`config.mk`:
```
export PLATFORM = sky130hd
export DESIGN_NAME = alu_flag_reg
export DESIGN_NICKNAME = d
export VERILOG_FILES = /design/src/rtl/flag_pkg.sv /design/src/rtl/flag_calc.sv /design/src/rtl/flag_store.sv /design/src/rtl/alu_flag_reg.sv
export SDC_FILE = /design/constraint.sdc
export NUM_CORES = 1
export LEC_CHECK = 0
export ABC_AREA = 1
export ABC_CLOCK_PERIOD_IN_PS = 5200
export BUFFER_PORTS_ARGS = -buffer_cell sky130_fd_sc_hd__clkbuf_2
export CORE_MARGIN = 5
export CORE_UTILIZATION = 40
export CTS_CLUSTER_SIZE = 25
export DETAILED_ROUTE_END_ITERATION = 8
export PLACE_DENSITY = 0.67
export SLEW_MARGIN = 20
export SYNTH_ARGS = -nofsm -noshare
export SYNTH_HDL_FRONTEND = slang
export SYNTH_SLANG_ARGS = --single-unit
```
`constraint.sdc`:
```
create_clock -name clk_i -period 5.2 [get_ports clk_i]
set_clock_uncertainty 0.15 [all_clocks]
set_input_delay 0.26 -clock clk_i [delete_from_list [all_inputs] [get_ports clk_i]]
set_output_delay 0.26 -clock clk_i [all_outputs]
set_load 0.05 [all_outputs]
```
`src/rtl/flag_pkg.sv`:
```
package flag_pkg;
  localparam int WORD_W   = 32;
  localparam int NUM_SIZE = 3;
  localparam int SEL_W    = $clog2(NUM_SIZE);

  localparam int CF_POS = 0;
  localparam int PF_POS = 2;
  localparam int AF_POS = 4;
  localparam int ZF_POS = 6;
  localparam int SF_POS = 7;
  localparam int OF_POS = 11;

  localparam logic [WORD_W-1:0] DEF_MASK  = 32'h003F_7FD5;
  localparam logic [WORD_W-1:0] STAT_MASK = 32'h0000_08D5;
  localparam logic [WORD_W-1:0] CTL_MASK  = DEF_MASK & ~STAT_MASK;
  localparam logic [WORD_W-1:0] ONE_MASK  = 32'h0000_0002;
  localparam logic [WORD_W-1:0] ZERO_MASK = ~(DEF_MASK | ONE_MASK);

  typedef enum logic [1:0] {
    OP_ADD = 2'd0,
    OP_ADC = 2'd1,
    OP_SUB = 2'd2,
    OP_SBB = 2'd3
  } op_e;

  typedef struct packed {
    logic of;
    logic sf;
    logic zf;
    logic af;
    logic pf;
    logic cf;
  } flags_t;

  function automatic logic [WORD_W-1:0] pack_flags(flags_t f);
    logic [WORD_W-1:0] w;
    w = '0;
    w[CF_POS] = f.cf;
    w[PF_POS] = f.pf;
    w[AF_POS] = f.af;
    w[ZF_POS] = f.zf;
    w[SF_POS] = f.sf;
    w[OF_POS] = f.of;
    return w;
  endfunction
endpackage

```
`src/rtl/flag_calc.sv`:
```
module flag_calc
  import flag_pkg::*;
(
  input  logic [1:0]        op_i,
  input  logic [1:0]        size_i,
  input  logic [WORD_W-1:0] a_i,
  input  logic [WORD_W-1:0] b_i,
  input  logic              cf_i,
  output logic [WORD_W-1:0] res_o,
  output flags_t            flags_o
);
  logic              is_sub;
  logic              cin;
  logic [SEL_W-1:0]  sel;
  logic [WORD_W-1:0] res_v [NUM_SIZE];
  flags_t            fl_v  [NUM_SIZE];

  assign is_sub = op_i[1];
  assign cin    = op_i[0] & cf_i;
  assign sel    = (size_i == 2'd3) ? SEL_W'(2) : SEL_W'(size_i);

  for (genvar gi = 0; gi < NUM_SIZE; gi++) begin : g_size
    localparam int W = 8 << gi;
    logic [W:0]   ext;
    logic [W-1:0] xr;

    always_comb begin
      if (is_sub) ext = {1'b0, a_i[W-1:0]} - {1'b0, b_i[W-1:0]} - {{W{1'b0}}, cin};
      else        ext = {1'b0, a_i[W-1:0]} + {1'b0, b_i[W-1:0]} + {{W{1'b0}}, cin};
    end

    // xr bit k is the carry/borrow that entered bit k
    assign xr = a_i[W-1:0] ^ b_i[W-1:0] ^ ext[W-1:0];

    assign res_v[gi]   = WORD_W'(ext[W-1:0]);
    assign fl_v[gi].cf = ext[W];
    assign fl_v[gi].pf = ~^ext[7:0];
    assign fl_v[gi].af = xr[4];
    assign fl_v[gi].zf = ~|ext[W-1:0];
    assign fl_v[gi].sf = ext[W-1];
    assign fl_v[gi].of = xr[W-1] ^ ext[W];
  end

  assign res_o   = res_v[sel];
  assign flags_o = fl_v[sel];
endmodule

```
`src/rtl/flag_store.sv`:
```
module flag_store
  import flag_pkg::*;
(
  input  logic              clk_i,
  input  logic              rst_ni,
  input  logic              word_we_i,
  input  logic              ctl_we_i,
  input  logic              upd_i,
  input  logic [WORD_W-1:0] word_i,
  input  flags_t            flags_i,
  output logic [WORD_W-1:0] status_o
);
  logic [WORD_W-1:0] q, q_n;

  always_comb begin
    q_n = q;
    if (word_we_i) begin
      q_n = word_i & DEF_MASK;
    end else begin
      if (ctl_we_i) q_n = (q_n & ~CTL_MASK) | (word_i & CTL_MASK);
      if (upd_i)    q_n = (q_n & ~STAT_MASK) | pack_flags(flags_i);
    end
  end

  always_ff @(posedge clk_i or negedge rst_ni) begin
    if (!rst_ni) q <= '0;
    else         q <= q_n;
  end

  assign status_o = (q & DEF_MASK) | ONE_MASK;

  AST_RSVD_FIXED: assert property (@(posedge clk_i) disable iff (!rst_ni)
    status_o[1] && ((status_o & ZERO_MASK) == '0));
  AST_WORD_LOAD: assert property (@(posedge clk_i) disable iff (!rst_ni)
    word_we_i |=> status_o == (($past(word_i) & DEF_MASK) | ONE_MASK));
  AST_UPD_KEEPS_CTL: assert property (@(posedge clk_i) disable iff (!rst_ni)
    (upd_i && !ctl_we_i && !word_we_i) |=>
      ((status_o & CTL_MASK) == ($past(status_o) & CTL_MASK)));
  AST_CTL_KEEPS_STAT: assert property (@(posedge clk_i) disable iff (!rst_ni)
    (ctl_we_i && !upd_i && !word_we_i) |=>
      ((status_o & STAT_MASK) == ($past(status_o) & STAT_MASK)));
endmodule

```
`src/rtl/alu_flag_reg.sv`:
```
module alu_flag_reg
  import flag_pkg::*;
(
  input  logic              clk_i,
  input  logic              rst_ni,
  input  logic              upd_i,
  input  logic [1:0]        op_i,
  input  logic [1:0]        size_i,
  input  logic [WORD_W-1:0] a_i,
  input  logic [WORD_W-1:0] b_i,
  input  logic              word_we_i,
  input  logic              ctl_we_i,
  input  logic [WORD_W-1:0] word_i,
  output logic [WORD_W-1:0] result_o,
  output logic [WORD_W-1:0] status_o
);
  flags_t flags;

  flag_calc u_calc (
    .op_i    (op_i),
    .size_i  (size_i),
    .a_i     (a_i),
    .b_i     (b_i),
    .cf_i    (status_o[CF_POS]),
    .res_o   (result_o),
    .flags_o (flags)
  );

  flag_store u_store (
    .clk_i     (clk_i),
    .rst_ni    (rst_ni),
    .word_we_i (word_we_i),
    .ctl_we_i  (ctl_we_i),
    .upd_i     (upd_i),
    .word_i    (word_i),
    .flags_i   (flags),
    .status_o  (status_o)
  );

  AST_ZF_MATCH: assert property (@(posedge clk_i) disable iff (!rst_ni)
    (upd_i && !word_we_i) |=> status_o[ZF_POS] == ($past(result_o) == '0));
  AST_PF_MATCH: assert property (@(posedge clk_i) disable iff (!rst_ni)
    (upd_i && !word_we_i) |=> status_o[PF_POS] == ~^($past(result_o[7:0])));
  AST_RES_NARROW: assert property (@(posedge clk_i) disable iff (!rst_ni)
    (size_i == 2'd0) |-> (result_o[WORD_W-1:8] == '0));
  AST_RES_MID: assert property (@(posedge clk_i) disable iff (!rst_ni)
    (size_i == 2'd1) |-> (result_o[WORD_W-1:16] == '0));
endmodule

```
==> results of run 1 <==
-- layer usage --
layer  GRT usage [%]  share of wire (%)
met4            6.33                3.0
met5               0                  0
met3            1.55                6.9
met2            39.2                 45
met1            30.3                 45
-- logic make-up (layout without fill, tap and decap cells) --
group / Yosys count / count (layout) / synth area share [%]
AOI/OAI and AO/OA: 128 / 128 / 9.75
xor gates and xnor gates: 14 / 14 / 1.70
adders and majority gates: 101 / 101 / 18.0
buffers and inverters: 346 / 466 / 18.9
DFF: 18 / 18 / 6.25
muxes: 12 / 12 / 1.88
other: 2 / 14 / 0.104
and+or+nand+nor: 730 / 730 / 43.5
-- final timing paths --
check                              start            end  slack [ns]
min in group asynchronous         rst_ni   u_store.q[6]        0.34
hold / removal                word_i[21]  u_store.q[21]        0.09
max in group asynchronous         rst_ni  u_store.q[12]        4.25
setup / recovery            u_store.q[0]   result_o[17]        1.70
setup reg to reg            u_store.q[0]   u_store.q[6]        2.05
hold reg to reg            u_store.q[10]  u_store.q[10]        0.35
-- stage by stage --
step / hold slack, ns / util [%] / std cells / total power [W] / setup WS [ns]
2_1_floorplan: -0.186 / - / 1363 / 0.00113 / 1.66
3_3_place_gp: 0.0673 / 45.3 / 1708 / 0.00144 / 1.82
3_5_place_dp: 0.0774 / 45.3 / 1708 / 0.00145 / 1.78
4_1_cts: 0.0907 / 45.8 / 1712 / 0.00160 / 1.69
5_1_grt: 0.104 / 45.8 / 1712 / 0.00176 / 1.50
6_report: 0.0936 / 45.8 / 1712 / 0.00160 / 1.70
-- layout make-up --
type | instances | area share (%)
clock buffer | 3 | 0.918
timing repair buffer | 143 | 8.88
inverter | 320 | 14.7
sequential | 18 | 5.51
multi-input combinational | 999 | 66.5
tap | 229 | 3.50
-- power breakdown --
part	internal (W)	switching, W
clock network	0.000101	0.0000489
registers	0.000156	0.00000761
logic	0.000380	0.000910
total	0.000637	0.000967
-- cells in the final DEF (no fill, tap or decap), types with 3 or more instances in the layout --
| master | instances |
|---|---|
| a21oi_1 | 72 |
| a21oi_2 | 3 |
| a22oi_1 | 4 |
| a32oi_1 | 3 |
| and2_1 | 5 |
| clkbuf_16 | 3 |
| clkbuf_2 | 140 |
| conb_1 | 14 |
| dfrtp_1 | 18 |
| fa_1 | 4 |
| ha_1 | 97 |
| inv_1 | 306 |
| inv_2 | 13 |
| mux2_2 | 12 |
| nand2_1 | 433 |
| nand2_2 | 22 |
| nand3_1 | 92 |
| nand3_2 | 6 |
| nand3b_1 | 3 |
| nand4_1 | 15 |
| nor2_1 | 122 |
| nor2_2 | 10 |
| nor2_4 | 5 |
| nor3_1 | 8 |
| o21ai_0 | 31 |
| o21ai_1 | 5 |
| o21bai_1 | 5 |
| xor2_1 | 12 |
-- cell usage after synthesis (3+ instances only) --
master	number	area, um^2
nand4_1	15	93.8
nand3b_1	3	22.5
nor2_4	5	56.3
mux2_2	12	135
clkbuf_1	6	22.5
nor3_1	8	40.0
nand3_1	92	460
a21oi_1	72	360
fa_1	4	80.1
nor2_1	122	458
o21ai_0	31	155
nand2_2	22	138
xor2_1	12	105
and2_1	5	31.3
buf_4	16	120
a21oi_2	3	26.3
nand3_2	6	60.1
inv_1	306	1150
dfrtp_1	18	450
ha_1	97	1210
nand2_1	433	1630
o21ai_1	5	25.0
inv_2	13	48.8
a32oi_1	3	26.3
nor2_2	10	62.6
o21bai_1	5	37.5
a22oi_1	4	30.0
-- worst register-to-register path: cells and delay by family, from the launching register on --
| kind | cells | cell delay [ns] |
|---|---|---|
| simple gates | 11 | 1.06 |
| fa+ha+maj | 2 | 0.73 |
| compound gates | 3 | 0.47 |
| flops | 1 | 0.39 |
| xor+xnor | 1 | 0.17 |
| buf+inv | 2 | 0.12 |
-- repair_timing --
item / 4_1_cts / 5_1_grt
hold buffers: 1 / 0
resized for setup: 0 / 0
hold endpoints to repair: 18 / 0
==> impl_metrics.toml, run 1 <==
[outcome]
outcome = "finished, final reports clean"

[worst_setup_path]
r2r_cells = 19
crit_family = "simple AND/OR/NAND/NOR gates"
cp_cell_sequence = "nand2_1 -> inv_1 -> fa_1 -> inv_1 -> ha_1 -> o21ai_1 -> nand2_1 -> nand2_1 -> nand2_1 -> nand2_1 -> nand2_1 -> xor2_1 -> a21oi_1 -> nor2_1 -> clkbuf_2"
cp.arrival_ns = 3.09
critPathKind = "reg2out"
slowest_delay_ns = 0.54
crit_path_end_kind = "output pin"
cp_common_cell = "nand2_1"
crit_cells = 15
startpoint_type = "flip-flop"
cpMaxStageDelayCell = "fa_1"
worstPathRequired_ns = 4.79
crit_buf_inv = 3
crit_fanout = 4

[global_route]
grt_pass1_vias = 7748
grt_max_degree = 49
antenna_found_initial = 0
grt_use_total_pct = 22.6
grt_pass1_wl_um = 37800
overflow = 0

[logic_synthesis]
synth_area_um2 = 7200
yosys_warnings = 0
synth_area_per_cell_um2 = 5.33
async_flop_share_pct = 100
synth_cell_types = 44
synth-edff-count = 0
synth_seq_cells = 18
synth_ff_type = "dfrtp_1"
ys_seq_area_share_pct = 6.25
synthesis.instances = 1351

[floorplan]
rows = 49
start_util_pct = 40.4
ios = 169
die_area_um2 = 20800
die_h_um = 144
die_width_um = 144
coreArea_um2 = 17800

[detailed_routing]
drtAntennaViolNets = 0
vias_per_cell = 4.84
first_iter_violations = 554
finalWirelength_um = 24100
drc = 0
avgRoutedWirePerCell_um = 14.1
num_vias = 8292
first_pass_iters = 5

[clock_network]
cts_max_level = 1
cts_setup_buffers = 0
ctsRootBufferMaster = "clkbuf_16"
clkLatencyLatePin_ns = 0.25
clkSinkCount = 18
clk_pin_slew_worst_paths_ns = 0.05
cts_buffers = 3
clock_path_buffers = 2
cts_tree = "done"

[place]
dp_hpwl_um = 21500
port_buffers = 140
place_area_um2 = 8090
gp_congestion = 0.975

[sta]
fmax_ghz = 0.286
rsz0062_at_grt = "false"
final-setup-viol-count = 0
slew-limit-headroom_pct = 36.1
min_period_ns = 3.50
fin_crit_sh_pct = 67.3
tns_ns = 0
finalHoldViolCount = 0
drv_slew = 0
tightest_slew_ns = 0.955

[power]
leakage_nw = 5.13
powerDensity_nw_per_um2 = 196
peakVddDrop_uv = 190

[layout]
final_nets = 1691
area_delta_synth_final_pct = 13.5
diodes = 0
multi_input_area_um2 = 5440
largest_reg_flops = 18
top_register = "u_store.q"
stdcell_area_um2 = 8180
drive_above_1_share_pct = 15.0
nFillCells = 2038
reg_top3 = "u_store.q (18)"
seq_area_um2 = 450

[hold_path]
min-delay-path-class = "in2reg"
whs_path_depth = 2

[flow_run]
cap_violations = 0
(Power assumes the default switching activity.)
==> run 2: changes to the inputs <==
--- a/config.mk
+++ b/config.mk
@@ -6,7 +6,7 @@
 export NUM_CORES = 1
 export LEC_CHECK = 0
 export ABC_AREA = 1
-export ABC_CLOCK_PERIOD_IN_PS = 5200
+export ABC_CLOCK_PERIOD_IN_PS = 3600
 export BUFFER_PORTS_ARGS = -buffer_cell sky130_fd_sc_hd__clkbuf_2
 export CORE_MARGIN = 5
 export CORE_UTILIZATION = 40
==> constraint.sdc (replaced) <==
create_clock -name clk_i -period 3.6 [get_ports clk_i]
set_clock_uncertainty 0.15 [all_clocks]
set_input_delay 0.18 -clock clk_i [delete_from_list [all_inputs] [get_ports clk_i]]
set_output_delay 0.18 -clock clk_i [all_outputs]
set_load 0.05 [all_outputs]
==> impl_metrics.toml, run 2 (synthesis results as in run 1) <==
[outcome]
outcome = "finished, final reports clean"

[layout]
layout_commonest_cell = "nand2_1"
final_nets = 1695
top_register = "u_store.q"
drive_above_1_share_pct = 15.2
final_cell_mix = "nand2_1, inv_1, clkbuf_2"
reg_top3 = "u_store.q (18)"
area_delta_synth_final_pct = 13.9
diodes = 0
nFillCells = 2023
largest_reg_flops = 18

[global_route]
use_met1_pct = 30.8
overflow = 0
grt_use_total_pct = 22.8
grt_pass1_vias = 7808
gr-max-usage-layer = "met2"
antenna_found_initial = 0
use_met2_pct = 40.6
met3_usage_pct = 1.19
grt_max_degree = 41
grt_pass1_wl_um = 38100

[place]
dp_hpwl_um = 21700
dp_slack_ns = 0.414
port_buffers = 140
gp_congestion = 1.02

[detailed_routing]
vias_per_cell = 4.77
drc = 0
first_iter_violations = 508
drtAntennaViolNets = 0
first_pass_iters = 5
num_vias = 8190
avgRoutedWirePerCell_um = 14.1
finalWirelength_um = 24200

[sta]
final-setup-viol-count = 0
rsz0062_at_grt = "false"
min_period_ns = 3.38
slew-limit-headroom_pct = 40.4
tightest_slew_ns = 0.891
layout_setup_ws_ns = 0.218
finalHoldViolCount = 0
fmax_ghz = 0.296
tns_ns = 0
fin_crit_sh_pct = 93.9
drv_slew = 0

[clock_network]
clkSinkCount = 18
cts_setup_buffers = 0
clk_pin_slew_worst_paths_ns = 0.05
ctsRootBufferMaster = "clkbuf_16"
cts_max_level = 1
cts_tree = "done"
cts_buffers = 3
clkLatencyLatePin_ns = 0.24
clock_path_buffers = 2

[worst_setup_path]
startpoint_type = "flip-flop"
cp.arrival_ns = 3.05
rr_endpoint = "u_store.q[6]"
crit_fanout = 4
r2r-start = "u_store.q[0]"
critPathKind = "reg2out"
r2r_cells = 23
critPathLaunch = "u_store.q[0]"
r2r_slack_ns = 0.44
crit_path_end_kind = "output pin"
worstPathRequired_ns = 3.27
crit_end = "result_o[25]"

[floorplan]
die_h_um = 144
rows = 49
coreArea_um2 = 17800
ios = 169
die_area_um2 = 20800
start_util_pct = 40.4
die_width_um = 144

[power]
leakage_nw = 5.15
p_sw_w = 0.00140
peakVddDrop_uv = 265
power.internal_w = 0.000926
p_clk_share_pct = 9.1
pwr-share-seq_pct = 10.2
swShare_pct = 60.2
combinationalPowerShare_pct = 80.7
powerDensity_nw_per_um2 = 283

[hold_path]
min-delay-path-class = "in2reg"

[flow_run]
cap_violations = 0
[run 2: cell count changes in the layout (fill, tap and decap cells not counted), sizes merged]
cell    delta
clkbuf     -1
buf        +5
[run 2: power by group through the flow]
stage | Clock (W) | Sequential (W) | Combinational, W
after floorplan | 0 | 0.000313 | 0.00132
after global placement | 0 | 0.000238 | 0.00184
after detailed placement | 0 | 0.000240 | 0.00186
after CTS | 0.000221 | 0.000236 | 0.00187
after global routing | 0.000229 | 0.000239 | 0.00209
final | 0.000212 | 0.000236 | 0.00188
[run 2: layout make-up]
class                   instances  area, um^2  area share, %
clock buffers                   3        75.1          0.915
well taps                     229         287           3.49
multi-input cells             999        5440           66.3
repair buffers                147         756           9.21
inverters                     320        1200           14.6
flip-flops and latches         18         450           5.49
[run 2: worst max-delay path, cell delays in order, from the launching register on]
cell	delay [ns]
dfrtp_1	0.40
nand2_1	0.11
inv_1	0.06
fa_1	0.55
inv_1	0.06
ha_1	0.17
o21ai_1	0.14
nand2_1	0.11
nand2_1	0.07
nand2_1	0.13
nand2_1	0.13
nand3_1	0.07
nand2_1	0.06
nand3_1	0.14
a21oi_1	0.26
clkbuf_2	0.33
[run 2: repair_timing]
action	4_1_cts	5_1_grt
hold buffers	1	0
resized for setup	0	1
endpoints found under the hold margin	18	0
setup endpoints to repair	0	1
[run 2: how the worst min path moves through the flow]
stage / slack, ns / cells after the start / end / start
floorplan: -0.27 / 0 / u_store.q[0] / rst_ni
global placement: -0.008 / 1 / u_store.q[10] / rst_ni
detailed placement: -0.004 / 1 / u_store.q[10] / rst_ni
CTS: 0.01 / 2 / u_store.q[10] / word_i[10]
global route: 0.02 / 3 / u_store.q[7] / word_i[7]
finish: 0.02 / 2 / u_store.q[17] / word_i[17]
[run 2: through the flow]
stage | util, % | power, W | area (um^2) | hold WS, ns | std cells
floorplan | - | 0.00164 | 7250 | -0.266 | 1363
global placement | 45.5 | 0.00208 | 8120 | -0.00815 | 1712
detailed placement | 45.5 | 0.00210 | 8120 | -0.00353 | 1712
CTS | 46.0 | 0.00233 | 8210 | 0.0135 | 1716
global route | 46.0 | 0.00256 | 8210 | 0.0191 | 1716
finish | 46.0 | 0.00232 | 8210 | 0.0177 | 1716
[run 2: routing by layer]
layer | share of wire [%] | routed length, um | vias up
li1 | - | - | 4357
met1 | 47 | 11200 | 3534
met2 | 46 | 11100 | 267
met3 | 5.9 | 1420 | 32
met4 | 1.8 | 444 | 0
met5 | 0 | 0 | -
==> run 3: changes to the inputs <==
--- a/config.mk
+++ b/config.mk
@@ -6,11 +6,11 @@
 export NUM_CORES = 1
 export LEC_CHECK = 0
 export ABC_AREA = 1
-export ABC_CLOCK_PERIOD_IN_PS = 3600
+export ABC_CLOCK_PERIOD_IN_PS = 3800
 export BUFFER_PORTS_ARGS = -buffer_cell sky130_fd_sc_hd__clkbuf_2
 export CORE_MARGIN = 5
 export CORE_UTILIZATION = 40
-export CTS_CLUSTER_SIZE = 25
+export CTS_CLUSTER_SIZE = 8
 export DETAILED_ROUTE_END_ITERATION = 8
 export PLACE_DENSITY = 0.67
 export SLEW_MARGIN = 20
==> constraint.sdc (replaced) <==
create_clock -name clk_i -period 3.8 [get_ports clk_i]
set_clock_uncertainty 0.15 [all_clocks]
set_input_delay 0.19 -clock clk_i [delete_from_list [all_inputs] [get_ports clk_i]]
set_output_delay 0.19 -clock clk_i [all_outputs]
set_load 0.05 [all_outputs]
==> impl_metrics.toml, run 3 (synthesis results as in run 1) <==
[place]
gp_congestion = 1.00
dp_cells = 1709
port_buffers = 140
dp_hpwl_um = 21800

[sta]
slew-limit-headroom_pct = 38.4
final-setup-viol-count = 0
tns_ns = 0
tightest_slew_ns = 0.921
min_period_ns = 3.40
rsz0062_at_grt = "false"
drv_slew = 0
fin_crit_sh_pct = 89.6
fmax_ghz = 0.294
finalHoldViolCount = 0

[worst_setup_path]
crit_path_end_kind = "output pin"
critPathKind = "reg2out"
startpoint_type = "flip-flop"
crit_fanout = 4
worstPathRequired_ns = 3.46
cp.arrival_ns = 3.06

[power]
powerDensity_nw_per_um2 = 272
p_sw_w = 0.00133
pwr-share-seq_pct = 10.0
leakage_nw = 5.14
combinationalPowerShare_pct = 79.8
swShare_pct = 59.8
p_clk_share_pct = 10.1
power.internal_w = 0.000895
peakVddDrop_uv = 257

[layout]
reg_top3 = "u_store.q (18)"
instances_no_fill = 1714
layout_commonest_cell = "nand2_1"
diodes = 0
top_register = "u_store.q"
largest_reg_flops = 18
drive_above_1_share_pct = 15.1
final_cell_mix = "nand2_1, inv_1, clkbuf_2"
area_delta_synth_final_pct = 13.8
final_nets = 1692

[global_route]
met3_usage_pct = 1.29
use_met1_pct = 30.7
antenna_found_initial = 0
grt_pass1_wl_um = 37800
use_met2_pct = 39.5
gr-max-usage-layer = "met2"
grt_max_degree = 49
overflow = 0
grt_use_total_pct = 22.6
grt_pass1_vias = 7597

[floorplan]
die_area_um2 = 20800
rows = 49
ios = 169
coreArea_um2 = 17800
start_util_pct = 40.4
die_width_um = 144
die_h_um = 144

[clock_network]
clkLatencyLatePin_ns = 0.24
cts_resized = 0
cts_setup_buffers = 0
ctsRootBufferMaster = "clkbuf_16"
cts_tree = "done"
clock_path_buffers = 2
cts_buffers = 3
cts_max_level = 1
ctsHoldBuffers = 1
clk_pin_slew_worst_paths_ns = 0.05
clkSinkCount = 18

[hold_path]
min-delay-path-class = "in2reg"

[detailed_routing]
first_pass_iters = 5
drc = 0
drtAntennaViolNets = 0
finalWirelength_um = 24200
first_iter_violations = 476
avgRoutedWirePerCell_um = 14.1
vias_per_cell = 4.82
num_vias = 8256

[flow_run]
cap_violations = 0

[outcome]
outcome = "finished, final reports clean"
[run 3: cell types whose count changed in the layout (fill, tap and decap cells not counted), sizes merged]
cell and change:
clkbuf +2, buf -4
[run 3: through the flow]
step	power [W]	instance area [um^2]	hold WS, ns	setup WS, ns	utilization (%)
2_1_floorplan	0.00155	7250	-0.256	0.261	-
3_3_place_gp	0.00197	8100	0.00381	0.589	45.4
3_5_place_dp	0.00199	8100	0.00431	0.570	45.4
4_1_cts	0.00222	8200	0.0227	0.395	45.9
5_1_grt	0.00244	8200	0.0280	0.145	45.9
6_report	0.00223	8200	0.0256	0.396	45.9
[run 3: power groups by stage]
stage / Clock, W / Sequential [W] / Combinational [W]
final: 0.000226 / 0.000223 / 0.00178
after global routing: 0.000240 / 0.000225 / 0.00197
after CTS: 0.000231 / 0.000223 / 0.00177
after detailed placement: 0 / 0.000226 / 0.00176
after global placement: 0 / 0.000226 / 0.00175
after floorplan: 0 / 0.000296 / 0.00125
[run 3: final timing paths]
path / from / endpoint / slack (ns) / depth (start not counted)
setup / recovery: u_store.q[0] / result_o[31] / 0.40 / 15
hold / removal: word_i[8] / u_store.q[8] / 0.03 / 2
setup reg to reg: u_store.q[0] / u_store.q[6] / 0.64 / 19
hold reg to reg: u_store.q[8] / u_store.q[8] / 0.35 / 1
max in group asynchronous: rst_ni / u_store.q[20] / 2.92 / 2
min in group asynchronous: rst_ni / u_store.q[13] / 0.27 / 2
[run 3: final cells by class]
type	instances	area, um^2
fillers	2029	9640
flip-flops and latches	18	450
well taps	229	287
repair buffers	144	733
inverters	320	1200
clock buffers	4	88.8
multi-input cells	999	5440
[run 3: routing by layer]
metal	vias up	routed length, um
li1	4371	-
met3	30	1450
met2	252	11000
met4	0	571
met1	3603	11200
met5	-	0
[run 3: critical path, cell delays in order, from the launching register on]
cell      delay (ns)
dfrtp_1         0.36
nand2_1         0.10
fa_1            0.40
ha_1            0.32
nand2_1         0.08
nand3_2         0.10
nand2_1         0.12
nand3_2         0.10
nand3_1         0.08
nand2_1         0.12
nand2_1         0.14
nand3_1         0.09
nand3_1         0.11
nand2_2         0.12
nor2_1          0.23
clkbuf_2        0.34
